## src/rtl/gpio_irq_pkg.sv

```systemverilog
package gpio_irq_pkg;
  // Byte-wide fields of the register word, in bit order.
  typedef enum int unsigned {
    FLD_STATE = 0,
    FLD_REF   = 1,
    FLD_SET   = 2,
    FLD_CLR   = 3
  } field_e;

  localparam int unsigned NUM_FIELDS = 4;
endpackage

```

## src/rtl/gpio_irq_sync.sv

```systemverilog
module gpio_irq_sync #(
  parameter int unsigned WIDTH  = 8,
  parameter int unsigned STAGES = 2
) (
  input  logic             clk_i,
  input  logic             rst_ni,
  input  logic [WIDTH-1:0] d_i,
  output logic [WIDTH-1:0] q_o
);
  logic [STAGES-1:0][WIDTH-1:0] chain_q;

  for (genvar s = 0; s < STAGES; s++) begin : g_stage
    if (s == 0) begin : g_first
      always_ff @(posedge clk_i or negedge rst_ni) begin
        if (!rst_ni) chain_q[s] <= '0;
        else         chain_q[s] <= d_i;
      end
    end else begin : g_next
      always_ff @(posedge clk_i or negedge rst_ni) begin
        if (!rst_ni) chain_q[s] <= '0;
        else         chain_q[s] <= chain_q[s-1];
      end
    end
  end

  assign q_o = chain_q[STAGES-1];
endmodule

```

## src/rtl/gpio_irq_ref_bank.sv

```systemverilog
module gpio_irq_ref_bank #(
  parameter int unsigned NUM_PINS = 8
) (
  input  logic                clk_i,
  input  logic                rst_ni,
  input  logic                we_i,
  input  logic [NUM_PINS-1:0] set_cmd_i,
  input  logic [NUM_PINS-1:0] clr_cmd_i,
  output logic [NUM_PINS-1:0] ref_d_o,
  output logic [NUM_PINS-1:0] ref_q_o
);
  for (genvar i = 0; i < NUM_PINS; i++) begin : g_pin
    // Set has priority over clear.
    always_comb begin
      ref_d_o[i] = ref_q_o[i];
      if (we_i && set_cmd_i[i])      ref_d_o[i] = 1'b1;
      else if (we_i && clr_cmd_i[i]) ref_d_o[i] = 1'b0;
    end

    always_ff @(posedge clk_i or negedge rst_ni) begin
      if (!rst_ni) ref_q_o[i] <= 1'b0;
      else         ref_q_o[i] <= ref_d_o[i];
    end

    AST_SET_FORCES_HIGH: assert property (@(posedge clk_i) disable iff (!rst_ni)
      (we_i && set_cmd_i[i]) |=> ref_q_o[i]);
    AST_CLR_FORCES_LOW: assert property (@(posedge clk_i) disable iff (!rst_ni)
      (we_i && clr_cmd_i[i] && !set_cmd_i[i]) |=> !ref_q_o[i]);
    AST_REF_HOLDS: assert property (@(posedge clk_i) disable iff (!rst_ni)
      !(we_i && (set_cmd_i[i] || clr_cmd_i[i])) |=> $stable(ref_q_o[i]));
  end
endmodule

```

## src/rtl/gpio_irq_flags.sv

```systemverilog
module gpio_irq_flags #(
  parameter int unsigned NUM_PINS = 8
) (
  input  logic                clk_i,
  input  logic                rst_ni,
  input  logic [NUM_PINS-1:0] level_i,
  input  logic [NUM_PINS-1:0] ref_d_i,
  output logic [NUM_PINS-1:0] flag_q_o,
  output logic                irq_q_o
);
  always_ff @(posedge clk_i or negedge rst_ni) begin
    if (!rst_ni) begin
      flag_q_o <= '0;
      irq_q_o  <= 1'b0;
    end else begin
      flag_q_o <= level_i ^ ref_d_i;
      irq_q_o  <= |flag_q_o;
    end
  end

  AST_IRQ_IS_OR: assert property (@(posedge clk_i) disable iff (!rst_ni)
    1'b1 |=> (irq_q_o == $past(|flag_q_o)));
endmodule

```

## src/rtl/gpio_change_irq.sv

```systemverilog
module gpio_change_irq
  import gpio_irq_pkg::*;
#(
  parameter int unsigned NUM_PINS    = 8,
  parameter int unsigned SYNC_STAGES = 2,
  localparam int unsigned DATA_W     = NUM_FIELDS * NUM_PINS
) (
  input  logic                clk_i,
  input  logic                rst_ni,
  input  logic [NUM_PINS-1:0] pin_i,
  input  logic                we_i,
  input  logic [DATA_W-1:0]   wdata_i,
  output logic [DATA_W-1:0]   rdata_o,
  output logic                irq_o
);
  localparam int unsigned OFS_STATE = FLD_STATE * NUM_PINS;
  localparam int unsigned OFS_REF   = FLD_REF   * NUM_PINS;
  localparam int unsigned OFS_SET   = FLD_SET   * NUM_PINS;
  localparam int unsigned OFS_CLR   = FLD_CLR   * NUM_PINS;

  logic [NUM_PINS-1:0] level_sync;
  logic [NUM_PINS-1:0] ref_d, ref_q;
  logic [NUM_PINS-1:0] flag_q;
  logic                unused_low_wdata;

  assign unused_low_wdata = ^wdata_i[OFS_SET-1:0];

  gpio_irq_sync #(
    .WIDTH  (NUM_PINS),
    .STAGES (SYNC_STAGES)
  ) i_sync (
    .clk_i  (clk_i),
    .rst_ni (rst_ni),
    .d_i    (pin_i),
    .q_o    (level_sync)
  );

  gpio_irq_ref_bank #(
    .NUM_PINS (NUM_PINS)
  ) i_ref_bank (
    .clk_i     (clk_i),
    .rst_ni    (rst_ni),
    .we_i      (we_i),
    .set_cmd_i (wdata_i[OFS_SET +: NUM_PINS]),
    .clr_cmd_i (wdata_i[OFS_CLR +: NUM_PINS]),
    .ref_d_o   (ref_d),
    .ref_q_o   (ref_q)
  );

  gpio_irq_flags #(
    .NUM_PINS (NUM_PINS)
  ) i_flags (
    .clk_i    (clk_i),
    .rst_ni   (rst_ni),
    .level_i  (level_sync),
    .ref_d_i  (ref_d),
    .flag_q_o (flag_q),
    .irq_q_o  (irq_o)
  );

  always_comb begin
    rdata_o                          = '0;
    rdata_o[OFS_STATE +: NUM_PINS]   = flag_q;
    rdata_o[OFS_REF   +: NUM_PINS]   = ref_q;
  end

  AST_FLAG_TRACKS_MISMATCH: assert property (@(posedge clk_i) disable iff (!rst_ni)
    1'b1 |=> (flag_q == ($past(level_sync) ^ ref_q)));
  AST_CMD_ACK_CLEARS: assert property (@(posedge clk_i) disable iff (!rst_ni)
    (we_i && |wdata_i[OFS_SET +: NUM_PINS] && ((wdata_i[OFS_SET +: NUM_PINS] & ~level_sync) == '0))
    |=> ((flag_q & $past(wdata_i[OFS_SET +: NUM_PINS])) == '0));
endmodule

```

## config.mk

```make
export PLATFORM = sky130hd
export DESIGN_NAME = gpio_change_irq
export DESIGN_NICKNAME = d
export VERILOG_FILES = /design/src/rtl/gpio_irq_pkg.sv /design/src/rtl/gpio_irq_sync.sv /design/src/rtl/gpio_irq_ref_bank.sv /design/src/rtl/gpio_irq_flags.sv /design/src/rtl/gpio_change_irq.sv
export SDC_FILE = /design/constraint.sdc
export NUM_CORES = 1
export LEC_CHECK = 0
export ABC_AREA = 1
export BUFFER_PORTS_ARGS = -buffer_cell sky130_fd_sc_hd__buf_2
export CELL_PAD_IN_SITES_DETAIL_PLACEMENT = 0
export CELL_PAD_IN_SITES_GLOBAL_PLACEMENT = 1
export CORE_MARGIN = 1.5
export CORE_UTILIZATION = 28
export CTS_BUF_LIST = sky130_fd_sc_hd__clkbuf_4 sky130_fd_sc_hd__clkbuf_8 sky130_fd_sc_hd__clkbuf_16
export DETAILED_ROUTE_END_ITERATION = 7
export GPL_ROUTABILITY_DRIVEN = 0
export HOLD_SLACK_MARGIN = 0.06
export PLACE_DENSITY_LB_ADDON = 0.05
export SYNTH_ARGS = -nofsm -noshare
export SYNTH_HDL_FRONTEND = slang
export SYNTH_SLANG_ARGS = --single-unit
```

## constraint.sdc

```tcl
create_clock -name clk_i -period 0.8 [get_ports clk_i]
set_input_delay 0.04 -clock clk_i [delete_from_list [all_inputs] [get_ports clk_i]]
set_output_delay 0.04 -clock clk_i [all_outputs]
set_load 0.01 [all_outputs]
```

==> results of run 1 <==
## cell usage after synthesis
| master | number |
|---|---|
| inv_1 | 8 |
| nand2_1 | 36 |
| dfrtp_1 | 33 |
| conb_1 | 1 |
| nand2_2 | 9 |
| buf_6 | 1 |
| nand2_4 | 3 |
| nand4_1 | 1 |
| buf_4 | 16 |
| nor2_1 | 4 |
| nand3_1 | 8 |
| buf_12 | 1 |
## flip-flops by register name, indices dropped and copies added, names as in the netlist
register,cells
i_flags.irq_q_o,1
i_flags.flag_q_o,8
i_sync.q_o,8
i_sync.chain_q,8
i_ref_bank.ref_q_o,8
## layout make-up
cell class | instances | area (um^2)
Fill cell | 448 | 2480
Sequential cell | 33 | 826
Timing Repair Buffer | 73 | 552
Multi-Input combinational cell | 77 | 374
Clock buffer | 7 | 90.1
Tap cell | 52 | 65.1
Inverter | 8 | 30.0
## cells by family (layout without fill, tap and decap cells)
| family | count (synthesis) | count (layout) | share of synthesized area |
|---|---|---|---|
| buf+inv | 26 | 88 | 0.140 |
| flops | 33 | 33 | 0.636 |
| other cells | 1 | 16 | 0.00289 |
| simple gates | 61 | 61 | 0.221 |
## power by group through the flow
stage	Sequential [mW]	Clock, mW	Combinational (mW)
6_report	1.88	1.27	0.672
5_1_grt	1.90	1.41	0.747
4_1_cts	1.87	1.35	0.656
3_5_place_dp	1.91	0	0.517
3_3_place_gp	1.90	0	0.510
2_1_floorplan	1.95	0	0.281
## path summary, 6_finish.rpt
path | depth (start not counted) | endpoint
max in group asynchronous | 3 | i_sync.q_o[7]
min reg2reg | 0 | i_sync.q_o[7]
max reg2reg | 5 | i_flags.flag_q_o[4]
min | 4 | i_ref_bank.ref_q_o[5]
min in group asynchronous | 3 | i_ref_bank.ref_q_o[1]
max | 1 | rdata_o[8]
## per-stage QoR
step	worst slack, ns	instance area (um^2)
floorplan	0.0559	1350
global placement	0.0525	1520
global route	-0.0956	1940
detailed placement	0.0377	1520
CTS	-0.0746	1900
finish	-0.0631	1940
## routing by layer
metal	wire (um)	vias up	GRT usage
met5	0	-	0
met2	1230	40	0.183
li1	-	486	-
met3	166	7	0.0427
met4	60	0	0.0566
met1	966	431	0.127
## repair_timing
| item | in CTS | in global routing |
|---|---|---|
| hold buffers | 25 | 0 |
| resized for setup | 2 | 13 |
| pin swaps | 0 | 6 |
| setup buffers | 3 | 0 |
| endpoints found under the setup margin | 17 | 26 |
| hold endpoints to repair | 52 | 0 |
| gates cloned | 0 | 0 |
==> metrics.md, run 1 <==
| Metric | Value |
|---|---|
| Status | finished with violations |
| Failing checks | setup timing |
| Crit-path max FO | 2 |
| Seq/Total Area, Yosys | 0.636 |
| Worst EP arrival | 0.82 ns |
| Fin util | 0.439 |
| #FFs+latches synth | 33 |
| Unrepaired setup endpoints after global routing | true |
| First DRT Iteration DRCs | 26 |
| IO Count | 76 |
| Total GRT Usage | 0.112 |
| Pins over their slew limit | 0 |
| Worst vdd ir | 0.00116 V |
| Mapped cell area | 1300 um^2 |
| Start of the worst register-to-register path | i_ref_bank.ref_q_o[4] |
| Max-Cap Viols | 0 |
| Non-filler cells, final | 250 |
| Die span in x | 71.1 um |
| CTS tree | yes |
| Req. time, crit path | 0.76 ns |
| Slack of the critical path | -0.0631 ns |
| Die area | 5050 um^2 |
| Antenna Cells | 0 |
| Cell Int Power | 2.86 mW |
| Slowest cell on crit path | dfrtp_1 |
| Hold Worst Slack | 0.190 ns |
| Hold/Removal Path Class | in -> reg |
| DRC errors left | 0 |
| Average cell area after synthesis | 10.7 um^2 |
| LEAKAGE | 1.02 nW |
| Core Area | 4410 um^2 |
| First-pass GRT wire length | 4.26 mm |
| Largest cells by area after synthesis | dfrtp_1, nand2_1, buf_4 |
| Power Density | 1980 nW/um^2 |
| Synth cell types | 12 |
| Share of cells above drive strength 1 | 0.384 |
| Clock power share | 0.333 |
| Buf+Inv Stages, Crit Path | 1 |
| Worst-Skew Late Latency | 0.28 ns |
| Psw | 0.965 mW |
| Grt ovf | 0 |
| Largest net degree at the start of global routing | 34 |
| CTS Buf Count | 5 |
| Vias post-DR | 964 |
| Final Cycle Share | 1.08 |
| Clk sinks | 33 |
| Vias in the first global route | 974 |
| Reg clk slew, reported paths | 0.07 ns |
| CP startpoint kind | flip-flop |
| Seq pwr share | 0.492 |
| Buffers on Ports | 43 |
| CTS H-Tree Depth | 2 |
| Combinational Power Share | 0.176 |
| Antenna Nets Post-Route | 0 |
| Worst Min Path Start | we_i |
| Post-Synthesis Cells | 121 |
| Crit end category | output pin |
| CP Launch Point | i_ref_bank.ref_q_o[0] |
| Share of the synthesized area in the top cell type | 0.636 |
| Leading area contributor after synthesis | dfrtp_1 |
| Crit-path max cell delay | 0.40 ns |
| Critical path's top delay family | flip-flops |
| Total wire length | 2.42 mm |
| Pwr Total | 3.83 mW |
| Final #Nets | 241 |
| Fmax | 1160 MHz |
| CP cell instances | buf_2 |
| Starting Density | 0.294 |
| HPWL after DPL | 1.64 mm |
| YS warnings | 0 |
| Vias per cell | 3.86 |
| R2R setup slack | -0.01 ns |
| CTS root buf | clkbuf_8 |
| Most frequent cells in the layout | buf_2, dfrtp_1, nand2_1 |
| Deepest clock path buffer count | 2 |
| Final Hold Vio Count | 0 |
| Row count | 24 |
| CP Class | reg -> out |
| TritonRoute pass-1 iters | 4 |
| WL/cell | 9.69 um |
| Antenna violations before repair | 0 |
| Commonest non-fill, non-tap cell in the layout | buf_2 |
| Synth-to-Final Area Change | 49.3% |
| Switching part of the total | 0.252 |
| # setup viols final | 18 |
| Final setup TNS | -0.701 ns |
| Fin crit period | 0.863 ns |
| DIE HEIGHT | 71.1 um |
| Post-Route Skew | 0.00506 ns |
| Cells after DPL | 215 |
Note: power is estimated with default switching activity, not from simulation.
==> run 2: changes to the inputs <==
--- a/config.mk
+++ b/config.mk
@@ -16,6 +16,8 @@
 export GPL_ROUTABILITY_DRIVEN = 0
 export HOLD_SLACK_MARGIN = 0.06
 export PLACE_DENSITY_LB_ADDON = 0.05
+export SLEW_MARGIN = 20
 export SYNTH_ARGS = -nofsm -noshare
 export SYNTH_HDL_FRONTEND = slang
+export SYNTH_HIERARCHICAL = 1
 export SYNTH_SLANG_ARGS = --single-unit
==> metrics.md, run 2 <==
| Metric | Value |
|---|---|
| Number of flops mapped to enable cells by yosys | 0 (unchanged) |
| WL/cell | 9.33 um (-3.7%) |
| Cell Int Power | 2.82 mW (-1.6%) |
| Req. time, crit path | 0.76 ns (about the same) |
| Psw | 0.928 mW (-3.9%) |
| Clock power share | 0.338 (+0.005) |
| Ys async rst share | 1.00 (unchanged) |
| Slack of the critical path | -0.0363 ns (+0.0268 ns) |
| Final setup TNS | -0.465 ns (+0.236 ns) |
| Final Cycle Share | 1.05 (-0.0334) |
| Total GRT Usage | 0.0911 (-0.0205) |
| Cells after DPL | 201 (-6.5%) |
| HPWL after DPL | 1.41 mm (-14%) |
| LEAKAGE | 0.901 nW (-12%) |
| Commonest non-fill, non-tap cell in the layout | buf_2 |
| Vias per cell | 3.83 (-0.59%) |
| Largest net degree at the start of global routing | 34 (unchanged) |
| CP cell instances | buf_2 |
| Hold/Removal Path Class | in -> reg |
| Start of the worst register-to-register path | i_ref_bank/ref_q_o[6] |
| Most frequent cells in the layout | buf_2, dfrtp_1, nand2_1 |
| Vias post-DR | 851 (-12%) |
| CP startpoint kind | flip-flop |
| Fillers | 452 (+0.89%) |
| First-pass GRT wire length | 3.43 mm (-20%) |
| Core Area | 4380 um^2 (-0.68%) |
| Buffers on Ports | 43 (unchanged) |
| Synth-to-Final Area Change | 33.9% |
| Fmax | 1200 MHz (+3.2%) |
| Reg clk slew, reported paths | 0.06 ns (about the same) |
| Pwr Total | 3.74 mW (-2.2%) |
| Crit end category | output pin |
| CTS Buf Count | 5 (unchanged) |
| R2R setup slack | 0.03 ns (+0.04 ns) |
| Reg2reg path depth | 3 (-2) |
| DRC errors left | 0 (unchanged) |
| Post-Route Skew | 0.00492 ns (-0.000136 ns) |
| Top cells by count, synth | nand2_1, dfrtp_1, buf_4, inv_1, xor2_1 |
| Seq pwr share | 0.504 (+0.012) |
| # setup viols final | 17 (-1) |
| IO Count | 76 (unchanged) |
| Power Density | 2170 nW/um^2 (+9.9%) |
| Clk sinks | 33 (unchanged) |
| Vias in the first global route | 781 (-20%) |
| Crit-path max cell delay | 0.38 ns (-0.02 ns) |
| Hold Crit Depth | 3 (-1) |
| Antenna Nets Post-Route | 0 (unchanged) |
| CP Class | reg -> out |
| Grt ovf | 0 (unchanged) |
| Status | finished with violations |
| Prevailing post-synth register cell | dfrtp_1 |
| CP Depth | 1 (unchanged) |
| DIE HEIGHT | 70.8 um (-0.37%) |
| Average cell area after synthesis | 11.2 um^2 (+4.4%) |
| Largest cells by area after synthesis | dfrtp_1, buf_4, nand2_1 |
| Failing checks | setup timing |
| TritonRoute pass-1 iters | 2 (-2) |
| FF-to-FF End | i_flags/flag_q_o[6] |
| Hold path endpoint | i_ref_bank/ref_q_o[6] |
| Starting Density | 0.294 (about the same) |
| Antenna violations before repair | 0 (unchanged) |
| Share of the synthesized area in the top cell type | 0.641 (+0.00495) |
| Unrepaired setup endpoints after global routing | true |
| Leading area contributor after synthesis | dfrtp_1 |
| Critical path's top delay family | flip-flops |
| Max-Cap Viols | 0 (unchanged) |
| Slowest cell on crit path | dfrtp_1 |
| Row count | 24 (unchanged) |
| Mapped cell area | 1290 um^2 (-0.77%) |
| Total wire length | 2.07 mm (-15%) |
| Seq/Total Area, Yosys | 0.641 (+0.00495) |
| Fin crit period | 0.836 ns (-0.0268 ns) |
| Worst-Skew Late Latency | 0.28 ns (about the same) |
| Worst EP arrival | 0.80 ns (-0.02 ns) |
| Die area | 5010 um^2 (-0.73%) |
| Buf+Inv Stages, Crit Path | 1 (unchanged) |
| Post-Synthesis Cells | 115 (-5.0%) |
| Antenna Cells | 0 (unchanged) |
| Worst Min Path Start | wdata_i[22] |
| Final #Nets | 212 (-12%) |
| Deepest clock path buffer count | 2 (unchanged) |
| Die span in x | 70.8 um (-0.37%) |
| Combinational Power Share | 0.159 (-0.017) |
| Switching part of the total | 0.248 (-0.00449) |
| Most common cell in the netlist | nand2_1 |
| Final Hold Vio Count | 0 (unchanged) |
| CTS tree | yes |
| First DRT Iteration DRCs | 16 (-38%) |
| Pins over their slew limit | 0 (unchanged) |
| YS warnings | 6 (+6) |
| Synth cell types | 10 (-2) |
| Worst vdd ir | 0.000914 V (-21%) |
| Share of cells above drive strength 1 | 0.400 (+0.0162) |
| Crit-path max FO | 2 (unchanged) |
| #FFs+latches synth | 33 (unchanged) |
| Non-filler cells, final | 222 (-11%) |
| CTS H-Tree Depth | 2 (unchanged) |
| CTS root buf | clkbuf_8 |
run 2: cell count changes after synthesis, sizes merged:
cell / change
buf: +8
nand2: -11
nand3: -8
nand4: -1
nor2: -2
xor2: +8
run 2: through the flow:
stage / hold WS (ns) / util / worst slack (ns) / cell area [um^2]
floorplan: -0.256 / - / 0.00541 / 1340
global placement: 0.00996 / 0.332 / 0.0243 / 1460
detailed placement: 0.0116 / 0.332 / 0.0120 / 1460
CTS: 0.00649 / 0.383 / -0.0577 / 1680
global route: 0.00986 / 0.393 / -0.0747 / 1720
finish: 0.00583 / 0.393 / -0.0363 / 1720
run 2: area by class of cell:
class                      instances  area (um^2)  area share
timing repair buffer              58          395       0.229
inverter                           8         30.0      0.0174
multi-input combinational         63          317       0.184
clock buffer                       8         91.3      0.0530
tap                               52         65.1      0.0377
sequential                        33          826       0.479
run 2: worst max path at each step:
stage	end	slack, ns	startpoint
after floorplan	i_flags/flag_q_o[0]	0.005	i_ref_bank/ref_q_o[0]
after global placement	i_flags/flag_q_o[6]	0.02	i_ref_bank/ref_q_o[6]
after detailed placement	i_flags/flag_q_o[0]	0.01	i_ref_bank/ref_q_o[0]
after CTS	rdata_o[8]	-0.06	i_ref_bank/ref_q_o[0]
after global routing	rdata_o[14]	-0.07	i_ref_bank/ref_q_o[6]
final	rdata_o[10]	-0.04	i_ref_bank/ref_q_o[2]
run 2: power by group through the flow:
stage	logic [mW]	registers (mW)	clock network, mW
finish	0.594	1.89	1.26
global route	0.669	1.91	1.40
CTS	0.564	1.89	1.32
detailed placement	0.514	1.92	0
global placement	0.508	1.91	0
floorplan	0.286	1.97	0
run 2: cell families (layout without fill, tap and decap cells):
family / Yosys count / after routing / synth area share
other cells: 1 / 16 / 0.00291
xor+xnor: 8 / 8 / 0.0544
simple gates: 39 / 39 / 0.118
buf+inv: 34 / 74 / 0.184
flops: 33 / 33 / 0.641
run 2: layer usage:
metal | wire (um) | part of all wire | vias to the layer above | track usage
met3 | 174 | 0.084 | 7 | 0.0328
met4 | 51 | 0.025 | 0 | 0.0692
met2 | 1010 | 0.49 | 43 | 0.140
met5 | 0 | 0 | - | 0
met1 | 830 | 0.40 | 397 | 0.103
li1 | - | - | 404 | -
run 2: timing repair:
item	4_1_cts	5_1_grt
gates cloned	0	0
pin swaps	0	14
hold buffers	13	1
hold endpoints to repair	51	3
buffers inserted	0	2
gates resized for setup	0	14
endpoints found under the setup margin	17	26
==> run 3: changes to the inputs <==
--- a/config.mk
+++ b/config.mk
@@ -16,6 +16,7 @@
 export GPL_ROUTABILITY_DRIVEN = 0
 export HOLD_SLACK_MARGIN = 0.06
 export PLACE_DENSITY_LB_ADDON = 0.05
+export RECOVER_POWER = 25
 export SLEW_MARGIN = 20
 export SYNTH_ARGS = -nofsm -noshare
 export SYNTH_HDL_FRONTEND = slang
==> metrics.md, run 3 (synthesis results as in run 2) <==
| Metric | Value |
|---|---|
| Status | finished with violations |
| Failing checks | setup timing |
| Grt ovf | 0 (unchanged) |
| Antenna violations before repair | 0 (unchanged) |
| Worst-Skew Late Latency | 0.28 ns (about the same) |
| Worst vdd ir | 0.000913 V (about the same) |
| Max-Cap Viols | 0 (unchanged) |
| Fin crit period | 0.836 ns (-0.0000793 ns) |
| R2R setup slack | 0.03 ns (about the same) |
| Hold path endpoint | i_ref_bank/ref_q_o[6] |
| Core Area | 4380 um^2 (unchanged) |
| CTS root buf | clkbuf_8 |
| CP startpoint kind | flip-flop |
| Crit-path max cell delay | 0.38 ns (about the same) |
| CP Class | reg -> out |
| Vias post-DR | 852 (+0.12%) |
| Buf+Inv Stages, Crit Path | 1 (unchanged) |
| Pwr Total | 3.73 mW (-0.24%) |
| Starting Density | 0.294 (unchanged) |
| Worst EP arrival | 0.80 ns (about the same) |
| Worst Min Path Start | wdata_i[22] |
| Hold Crit Depth | 3 (unchanged) |
| WL/cell | 9.33 um (about the same) |
| Die span in x | 70.8 um (unchanged) |
| Fillers | 454 (+0.44%) |
| Total wire length | 2.07 mm (about the same) |
| FF-to-FF End | i_flags/flag_q_o[6] |
| Crit-path max FO | 2 (unchanged) |
| Reg2reg path depth | 3 (unchanged) |
| LEAKAGE | 0.896 nW (-0.53%) |
| Met3 wire length | 174 um (unchanged) |
| Critical path's top delay family | flip-flops |
| Most frequent cells in the layout | buf_2, dfrtp_1, nand2_1 |
| HPWL after DPL | 1.41 mm (unchanged) |
| DIE HEIGHT | 70.8 um (unchanged) |
| DRC errors left | 0 (unchanged) |
| CTS Buf Count | 5 (unchanged) |
| Buffers on Ports | 43 (unchanged) |
| Dpl cell area | 1460 um^2 (unchanged) |
| Total GRT Usage | 0.0911 (unchanged) |
| Slack of the critical path | -0.0363 ns (+0.0000793 ns) |
| Unrepaired setup endpoints after global routing | true |
| Pins over their slew limit | 0 (unchanged) |
| Synth-to-Final Area Change | 32.9% |
| Final Hold Vio Count | 0 (unchanged) |
| Vias per cell | 3.84 (+0.12%) |
| Crit end category | output pin |
| Fmax | 1200 MHz (about the same) |
| CTS H-Tree Depth | 2 (unchanged) |
| Clk sinks | 33 (unchanged) |
| First DRT Iteration DRCs | 16 (unchanged) |
| Post-Route Skew | 0.00492 ns (unchanged) |
| Multi-input gate area | 317 um^2 (unchanged) |
| Final instance area | 1710 um^2 (-0.73%) |
| Hold/Removal Path Class | in -> reg |
| Commonest non-fill, non-tap cell in the layout | buf_2 |
| IO Count | 76 (unchanged) |
| Share of cells above drive strength 1 | 0.400 (unchanged) |
| Vias in the first global route | 781 (unchanged) |
| Hold Worst Slack | 0.00583 ns (unchanged) |
| Final #Nets | 212 (unchanged) |
| Start of the worst register-to-register path | i_ref_bank/ref_q_o[6] |
| Die area | 5010 um^2 (unchanged) |
| Max layer used | met4 |
| CP cell instances | buf_2 |
| Largest net degree at the start of global routing | 34 (unchanged) |
| Cells after DPL | 201 (unchanged) |
| Power Density | 2180 nW/um^2 (+0.49%) |
| TritonRoute pass-1 iters | 2 (unchanged) |
| Deepest clock path buffer count | 2 (unchanged) |
| CTS tree | yes |
| Register area | 826 um^2 (unchanged) |
| Row count | 24 (unchanged) |
| Reg clk slew, reported paths | 0.06 ns (about the same) |
| # setup viols final | 17 (unchanged) |
| Antenna Nets Post-Route | 0 (unchanged) |
| Req. time, crit path | 0.76 ns (about the same) |
| First-pass GRT wire length | 3.43 mm (unchanged) |
| M1 WL | 830 um (unchanged) |
| Slowest cell on crit path | dfrtp_1 |
| Non-filler cells, final | 222 (unchanged) |
| Met2 wire len | 1.02 mm (about the same) |
| Final Cycle Share | 1.05 (about the same) |
| Antenna Cells | 0 (unchanged) |
-- run 3: cell types whose count changed in the layout (fill, tap and decap cells not counted), sizes merged --
| cell | change |
|---|---|
| buf | -1 |
| clkbuf | +1 |
-- run 3: tightest hold or removal path, stage by stage --
cell,delay (ns)
buf_2,0.08
nand2_1,0.05
nand2_2,0.07
-- run 3: cell type report --
type                            count  share of cell area
Clock buffer                        8              0.0534
Inverter                            8              0.0175
Multi-Input combinational cell     63               0.185
Sequential cell                    33               0.482
Tap cell                           52              0.0380
Timing Repair Buffer               58               0.224
-- run 3: routing by layer --
layer	up-vias	global-route usage
li1	404	-
met1	398	0.103
met2	43	0.140
met3	7	0.0328
met4	0	0.0692
met5	-	0
-- run 3: how the worst max path moves through the flow --
| stage | from | to | slack, ns | cells past startpoint |
|---|---|---|---|---|
| after detailed placement | i_ref_bank/ref_q_o[0] | i_flags/flag_q_o[0] | 0.01 | 3 |
| final | i_ref_bank/ref_q_o[2] | rdata_o[10] | -0.04 | 1 |
| after CTS | i_ref_bank/ref_q_o[0] | rdata_o[8] | -0.06 | 1 |
| after floorplan | i_ref_bank/ref_q_o[0] | i_flags/flag_q_o[0] | 0.005 | 3 |
| after global placement | i_ref_bank/ref_q_o[6] | i_flags/flag_q_o[6] | 0.02 | 3 |
| after global routing | i_ref_bank/ref_q_o[6] | rdata_o[14] | -0.07 | 1 |
-- run 3: power breakdown --
part | switching [mW] | internal (mW) | total, mW
sequential | 0.0631 | 1.82 | 1.89
combinational | 0.317 | 0.267 | 0.585
clock | 0.545 | 0.719 | 1.26
total | 0.926 | 2.81 | 3.73
-- run 3: through the flow --
step	setup slack, ns	utilization	TNS [ns]
final	-0.0363	0.390	-0.464
after global routing	-0.0747	0.390	-1.17
after CTS	-0.0577	0.383	-0.747
after detailed placement	0.0120	0.332	0
after global placement	0.0243	0.332	0
after floorplan	0.00541	-	0
-- run 3: timing repair --
action	in CTS	in global routing
buffers inserted	0	2
endpoints found under the setup margin	17	26
pin swaps	0	14
hold buffers	13	1
hold endpoints to repair	51	3
gates resized for setup	0	14
